**src/rtl/obwin_pkg.sv**
```systemverilog
package obwin_pkg;

   // Route classes for an inbound bus-master address
   typedef enum logic [1:0] {
      ROUTE_NONE = 2'b00,
      ROUTE_RAM  = 2'b01,
      ROUTE_PCI  = 2'b10
   } ib_route_e;

   // True when an offset lies inside a closed range
   function automatic logic in_span(input int idx, input int lo, input int hi);
      return (idx >= lo) && (idx <= hi);
   endfunction

endpackage

```
**src/rtl/obwin_regs.sv**
```systemverilog
module obwin_regs #(
   parameter int                  DATA_W   = 32,
   parameter int                  REG_AW   = 12,
   parameter logic [REG_AW-1:0]   CTRL_OFS = 12'h038,
   parameter logic [REG_AW-1:0]   EN_OFS   = 12'h060,
   parameter logic [DATA_W-1:0]   EN_MASK  = 32'h7FFF_FFFE
) (
   input  logic              clk,
   input  logic              rst_n,
   input  logic              wr,
   input  logic [REG_AW-1:0] addr,
   input  logic [DATA_W-1:0] wdata,
   output logic [DATA_W-1:0] rdata,
   output logic [DATA_W-1:0] ctrl_q,
   output logic [DATA_W-1:0] en_q
);

   if (CTRL_OFS == EN_OFS) begin : g_bad_ofs
      $error("obwin_regs: register offsets collide");
   end

   logic sel_ctrl, sel_en;
   assign sel_ctrl = (addr == CTRL_OFS);
   assign sel_en   = (addr == EN_OFS);

   always_ff @(posedge clk or negedge rst_n) begin
      if (!rst_n) begin
         ctrl_q <= '0;
         en_q   <= '0;
      end else if (wr) begin
         if (sel_ctrl) ctrl_q <= wdata;
         if (sel_en)   en_q   <= wdata & EN_MASK;
      end
   end

   always_comb begin
      rdata = '0;
      if (sel_ctrl) rdata = ctrl_q;
      if (sel_en)   rdata = en_q;
   end

   // masked bits stay clear after a bitmap write
   p_en_mask_r2: assert property (@(posedge clk) disable iff (!rst_n)
      (wr && sel_en) |=> ((en_q & ~EN_MASK) == '0));

   // a write elsewhere leaves both registers untouched
   p_stray_write_r2: assert property (@(posedge clk) disable iff (!rst_n)
      (wr && !sel_ctrl && !sel_en) |=> ($stable(ctrl_q) && $stable(en_q)));

endmodule

```
**src/rtl/obwin_outbound.sv**
```systemverilog
module obwin_outbound
   import obwin_pkg::*;
#(
   parameter int                ADDR_W    = 32,
   parameter int                DATA_W    = 32,
   parameter int                WIN_SHIFT = 23,
   parameter int                IDX_W     = 5,
   parameter logic [ADDR_W-1:0] WIN_BASE  = 32'hF000_0000,
   parameter int                WIN_FIRST = 1,
   parameter int                WIN_LAST  = 30,
   parameter int                GATE_W    = 2,
   parameter logic [GATE_W-1:0] GATE_CODE = 2'b01
) (
   input  logic [GATE_W-1:0]          gate_field,
   input  logic [DATA_W-1:0]          en_map,
   input  logic [ADDR_W-1:WIN_SHIFT]  page,
   output logic                       hit,
   output logic [IDX_W-1:0]           win
);

   localparam int SLOTS   = 1 << IDX_W;
   localparam int TAG_LSB = WIN_SHIFT + IDX_W;

   if (TAG_LSB >= ADDR_W) begin : g_bad_tag
      $error("obwin_outbound: no address bits left for the region tag");
   end
   if (WIN_FIRST > WIN_LAST || WIN_LAST >= SLOTS || WIN_LAST >= DATA_W) begin : g_bad_span
      $error("obwin_outbound: window span does not fit slots or bitmap");
   end

   logic                       gate_on;
   logic                       tag_match;
   logic [IDX_W-1:0]           slot;
   logic [SLOTS-1:0]           open;

   assign gate_on   = (gate_field == GATE_CODE);
   assign tag_match = (page[ADDR_W-1:TAG_LSB] == WIN_BASE[ADDR_W-1:TAG_LSB]);
   assign slot      = page[TAG_LSB-1:WIN_SHIFT];

   for (genvar s = 0; s < SLOTS; s++) begin : g_slot
      if (s < DATA_W && in_span(s, WIN_FIRST, WIN_LAST)) begin : g_live
         assign open[s] = gate_on & en_map[s];
      end else begin : g_dead
         assign open[s] = 1'b0;
      end
   end

   assign hit = tag_match & open[slot];
   assign win = hit ? slot : '0;

endmodule

```
**src/rtl/obwin_inbound.sv**
```systemverilog
module obwin_inbound
   import obwin_pkg::*;
#(
   parameter int                ADDR_W        = 32,
   parameter int                WIN_SHIFT     = 23,
   parameter logic [ADDR_W-1:0] WIN_BASE      = 32'hF000_0000,
   parameter int                PCI_SPAN_WINS = 31
) (
   input  logic [ADDR_W-1:0] addr,
   output ib_route_e         route
);

   localparam logic [ADDR_W:0] WIN_SZ  = {{ADDR_W{1'b0}}, 1'b1} << WIN_SHIFT;
   localparam logic [ADDR_W:0] SPLIT   = {1'b0, WIN_BASE} + WIN_SZ;
   localparam logic [ADDR_W:0] PCI_TOP = SPLIT + WIN_SZ * PCI_SPAN_WINS;

   if (PCI_SPAN_WINS < 1) begin : g_bad_span
      $error("obwin_inbound: PCI loop-back span must hold a window");
   end

   logic [ADDR_W:0] a_ext;
   assign a_ext = {1'b0, addr};

   always_comb begin
      if (a_ext < SPLIT)         route = ROUTE_RAM;
      else if (a_ext < PCI_TOP)  route = ROUTE_PCI;
      else                       route = ROUTE_NONE;
   end

endmodule

```
**src/rtl/obwin_decoder.sv**
```systemverilog
module obwin_decoder
   import obwin_pkg::*;
#(
   parameter int                ADDR_W        = 32,
   parameter int                DATA_W        = 32,
   parameter int                REG_AW        = 12,
   parameter int                WIN_SHIFT     = 23,
   parameter int                IDX_W         = 5,
   parameter logic [ADDR_W-1:0] WIN_BASE      = 32'hF000_0000,
   parameter int                WIN_FIRST     = 1,
   parameter int                WIN_LAST      = 30,
   parameter int                PCI_SPAN_WINS = 31,
   parameter int                GATE_LSB      = 7,
   parameter int                GATE_W        = 2,
   parameter logic [GATE_W-1:0] GATE_CODE     = 2'b01,
   parameter logic [REG_AW-1:0] CTRL_OFS      = 12'h038,
   parameter logic [REG_AW-1:0] EN_OFS        = 12'h060,
   parameter logic [DATA_W-1:0] EN_MASK       = 32'h7FFF_FFFE
) (
   input  logic              clk,
   input  logic              rst_n,
   input  logic              cfg_wr,
   input  logic [REG_AW-1:0] cfg_addr,
   input  logic [DATA_W-1:0] cfg_wdata,
   output logic [DATA_W-1:0] cfg_rdata,
   input  logic              ob_valid,
   input  logic [ADDR_W-1:0] ob_addr,
   output logic              ob_valid_q,
   output logic              ob_hit_q,
   output logic [IDX_W-1:0]  ob_win_q,
   output logic [ADDR_W-1:0] ob_pci_addr_q,
   input  logic              ib_valid,
   input  logic [ADDR_W-1:0] ib_addr,
   output logic              ib_ram_q,
   output logic              ib_pci_q
);

   if (GATE_LSB + GATE_W > DATA_W) begin : g_bad_gate
      $error("obwin_decoder: gate field lies outside the control word");
   end

   logic [DATA_W-1:0] ctrl_q, en_q;
   logic [GATE_W-1:0] gate_field;
   logic              dec_hit;
   logic [IDX_W-1:0]  dec_win;
   ib_route_e         route;

   obwin_regs #(
      .DATA_W(DATA_W), .REG_AW(REG_AW), .CTRL_OFS(CTRL_OFS),
      .EN_OFS(EN_OFS), .EN_MASK(EN_MASK)
   ) u_regs (
      .clk(clk), .rst_n(rst_n), .wr(cfg_wr), .addr(cfg_addr),
      .wdata(cfg_wdata), .rdata(cfg_rdata), .ctrl_q(ctrl_q), .en_q(en_q)
   );

   assign gate_field = ctrl_q[GATE_LSB +: GATE_W];

   obwin_outbound #(
      .ADDR_W(ADDR_W), .DATA_W(DATA_W), .WIN_SHIFT(WIN_SHIFT), .IDX_W(IDX_W),
      .WIN_BASE(WIN_BASE), .WIN_FIRST(WIN_FIRST), .WIN_LAST(WIN_LAST),
      .GATE_W(GATE_W), .GATE_CODE(GATE_CODE)
   ) u_out (
      .gate_field(gate_field), .en_map(en_q),
      .page(ob_addr[ADDR_W-1:WIN_SHIFT]), .hit(dec_hit), .win(dec_win)
   );

   obwin_inbound #(
      .ADDR_W(ADDR_W), .WIN_SHIFT(WIN_SHIFT), .WIN_BASE(WIN_BASE),
      .PCI_SPAN_WINS(PCI_SPAN_WINS)
   ) u_in (
      .addr(ib_addr), .route(route)
   );

   always_ff @(posedge clk or negedge rst_n) begin
      if (!rst_n) begin
         ob_valid_q    <= 1'b0;
         ob_hit_q      <= 1'b0;
         ob_win_q      <= '0;
         ob_pci_addr_q <= '0;
         ib_ram_q      <= 1'b0;
         ib_pci_q      <= 1'b0;
      end else begin
         ob_valid_q    <= ob_valid;
         ob_hit_q      <= ob_valid & dec_hit;
         ob_win_q      <= (ob_valid & dec_hit) ? dec_win : '0;
         ob_pci_addr_q <= (ob_valid & dec_hit) ? ob_addr : '0;
         ib_ram_q      <= ib_valid & (route == ROUTE_RAM);
         ib_pci_q      <= ib_valid & (route == ROUTE_PCI);
      end
   end

   // a claim needs the gate code in the control word of the decode cycle
   p_gate_needed_r3: assert property (@(posedge clk) disable iff (!rst_n)
      ob_hit_q |-> ($past(ctrl_q[GATE_LSB +: GATE_W]) == GATE_CODE));

   // a claim always names a usable window
   p_win_range_r4: assert property (@(posedge clk) disable iff (!rst_n)
      ob_hit_q |-> (int'(ob_win_q) >= WIN_FIRST && int'(ob_win_q) <= WIN_LAST));

   // the forwarded address is the request address, unchanged
   p_addr_pass_r5: assert property (@(posedge clk) disable iff (!rst_n)
      ob_hit_q |-> (ob_pci_addr_q == $past(ob_addr)));

   // a valid inbound request takes exactly one route
   p_route_one_r7: assert property (@(posedge clk) disable iff (!rst_n)
      $past(ib_valid) |-> $countones({ib_ram_q, ib_pci_q}) == 1);

   // no claim without a valid request
   p_idle_quiet_r8: assert property (@(posedge clk) disable iff (!rst_n)
      !ob_valid_q |-> !ob_hit_q);

endmodule

```
**config.mk**
```make
export PLATFORM = sky130hd
export DESIGN_NAME = obwin_decoder
export DESIGN_NICKNAME = d
export VERILOG_FILES = /design/src/rtl/obwin_pkg.sv /design/src/rtl/obwin_regs.sv /design/src/rtl/obwin_outbound.sv /design/src/rtl/obwin_inbound.sv /design/src/rtl/obwin_decoder.sv
export SDC_FILE = /design/constraint.sdc
export NUM_CORES = 1
export LEC_CHECK = 0
export ABC_AREA = 1
export BUFFER_PORTS_ARGS = -buffer_cell sky130_fd_sc_hd__buf_4
export CORE_MARGIN = 1.5
export CORE_UTILIZATION = 48
export DETAILED_ROUTE_END_ITERATION = 6
export GPL_ROUTABILITY_DRIVEN = 0
export PLACE_DENSITY = 0.84
export SYNTH_ARGS = -nofsm -noshare
export SYNTH_HDL_FRONTEND = slang
export SYNTH_SLANG_ARGS = --single-unit
```
**constraint.sdc**
```tcl
create_clock -name clk -period 1.6 [get_ports clk]
set_clock_uncertainty 0.15 [all_clocks]
set_input_delay 0 -clock clk [delete_from_list [all_inputs] [get_ports clk]]
set_output_delay 0 -clock clk [all_outputs]
set_load 0.1 [all_outputs]
```
==> results_dict.tcl <==
set metrics [dict create \
    die_area_um2 10200 \
    grtUsageTotal_pct 28.7 \
    critPathKind "reg2reg" \
    fp.dieH_um 101 \
    drc 0 \
    drtPass1Iterations 5 \
    slew_headroom_pct 62.1 \
    powerDensity_nw_per_um2 619 \
    violations "hold timing, setup timing" \
    cts_tree "done" \
    postPlaceCellArea_um2 6430 \
    portBuffers 162 \
    num_vias 4939 \
    insertion_delay_ns 0.38 \
    hold_path_class "in2async" \
    antenna_found_initial 2 \
    worstPathArrival_ns 1.87 \
    clock_sinks 103 \
    cts.path.max_buffers 2 \
    wl_um 16700 \
    synth.cell_area_um2 4600 \
    rsz0062_at_grt "yes" \
    ys_seq_area_share_pct 56.1 \
    start_util_pct 49.5 \
    core_um2 9280 \
    reg2reg_to "ob_pci_addr_q[13]" \
    ys_warn_count 0 \
    routed_via_density 5.18 \
    htreeDepth 3 \
    grt_pass1_wl_um 22300 \
    final_antenna_net_count 0 \
    area_delta_synth_final_pct 72.2 \
    synth_cell_types 20 \
    setup_viol 28 \
    syn_nets 648 \
    synth_cells 535 \
    grt_start_max_net_pins 41 \
    slew_viol_final 0 \
    setup_ws_ns -0.107 \
    nNetsFinal 930 \
    ys_ff_latch 103 \
    fmax_mhz 586 \
    final_area_um2 7920 \
    fin_crit_sh_pct 107 \
    status "finished with violations" \
    maxCapViolations 0 \
    path_max_fanout 6 \
    rr_startpoint "u_regs.ctrl_q[8]" \
    regToRegSetupSlack_ns -0.11 \
    drt_iter0_drc 316 \
    tns_ns -1.51 \
    grt_pass1_vias 4578 \
    hpwl_um 9020 \
    cp.required_ns 1.76 \
    grt-ovfl-total 0 \
    pre_cts_ws_ns -0.0142 \
    avgSynthCellArea_um2 8.59 \
    total_leakage_power_nw 4.09 \
    rows 35 \
    clkTransAtPathRegs_ns 0.12 \
    cts_buffers 9 \
    finalHoldViolCount 3 \
    reg2reg_depth 6 \
    drive_above_1_share_pct 44.2 \
    die_w_um 101 \
    io_pins 186 \
    cts-root-buf "clkbuf_8" \
    tightest_slew_ns 0.568 \
    worst_setup_path_end_kind "flip-flop" \
    ir_drop_uv 476 \
    period_needed_ns 1.71 \
    start_kind "flip-flop" \
    routedWlPerCell_um 17.5 \
    timing.hold.ws_ns -0.00181 \
]
-- per-layer routing --
layer  up-vias  GRT usage (%)  routed length [um]
li1       2209              -                   -
met1      2389           32.7                5810
met2       269           52.2                8910
met3        72           3.88                 944
met4         0           15.4                1010
met5         -              0                   0
-- power breakdown --
part	total (mW)	switching, mW	internal, mW
combinational	0.644	0.309	0.334
clock	1.64	1.01	0.635
sequential	2.62	0.00566	2.61
-- how the worst max path moves through the flow --
stage | from | end | slack (ns) | cells after the start
3_3_place_gp | cfg_addr[11] | cfg_rdata[18] | 0.07 | 9
5_1_grt | u_regs.en_q[29] | ob_pci_addr_q[13] | -0.16 | 9
6_report | u_regs.ctrl_q[8] | ob_pci_addr_q[13] | -0.11 | 6
4_1_cts | cfg_addr[11] | cfg_rdata[18] | 0.003 | 9
2_1_floorplan | cfg_addr[7] | cfg_rdata[0] | -0.14 | 5
3_5_place_dp | cfg_addr[11] | cfg_rdata[22] | -0.01 | 9
-- timing repair --
action	4_1_cts	5_1_grt
endpoints found under the hold margin	197	0
pin swaps	0	25
gates resized for setup	4	103
gates cloned	0	4
setup endpoints to repair	4	62
hold buffers	70	0
buffers inserted	0	21
-- Yosys cell counts, drive strengths merged --
master | count | area, um^2
clkbuf | 8 | 30.0
nand3 | 40 | 213
and2 | 1 | 6.26
o21ai | 84 | 526
dfrtp | 103 | 2580
nand2 | 138 | 526
buf | 16 | 148
nand4 | 2 | 12.5
inv | 98 | 368
o22ai | 1 | 6.26
nor2 | 42 | 158
nor4 | 2 | 27.5
-- kinds of logic after synthesis --
group	Yosys count	share of synthesized area, %
flops	103	56.1
compound gates	85	11.6
simple gates	225	20.5
buf+inv	122	11.9
-- through the flow --
| stage | util (%) | power, mW | std cells |
|---|---|---|---|
| final | 85.3 | 4.90 | 953 |
| after CTS | 79.0 | 4.80 | 926 |
| after global placement | 69.3 | 3.09 | 840 |
| after detailed placement | 69.3 | 3.10 | 840 |
| after floorplan | - | 2.81 | 535 |
| after global routing | 85.3 | 5.08 | 953 |
-- placed cells by master, fill, tap and decap left out, types with 6 or more instances in the layout --
cell / count
buf_12: 10
clkbuf_8: 10
inv_1: 82
nand3_1: 22
o21ai_4: 19
nand3_2: 16
buf_4: 188
o21ai_0: 27
nor2_4: 11
inv_2: 15
o21ai_2: 32
buf_6: 22
dfrtp_1: 103
nand2_2: 16
dlygate4sd3_1: 70
nor2_1: 26
o21ai_1: 6
nand2_1: 121
-- state kept, by name (all words and copies together) (netlist names) --
signal         count
ob_pci_addr_q     32
u_regs.ctrl_q     32
u_regs.en_q       30
ob_win_q           5
ib_pci_q           1
ib_ram_q           1
ob_hit_q           1
ob_valid_q         1
-- cell type report --
class                           count  area (um^2)
Inverter                           98          372
Timing Repair Buffer              294         2640
Sequential cell                   103         2580
Tap cell                          129          161
Clock buffer                       10          138
Fill cell                         474         1370
Antenna cell                        2         5.00
Clock inverter                      6         51.3
Multi-Input combinational cell    311         1970
-- worst max-delay path, cell delays in order, from the launching register on --
cell and delay, ns:
dfrtp_1 0.42, inv_1 0.15, nand4_1 0.18, nor2_4 0.21, nand3_4 0.18, clkbuf_16 0.22, nor2_1 0.13
Note: power is estimated with default switching activity, not from simulation.
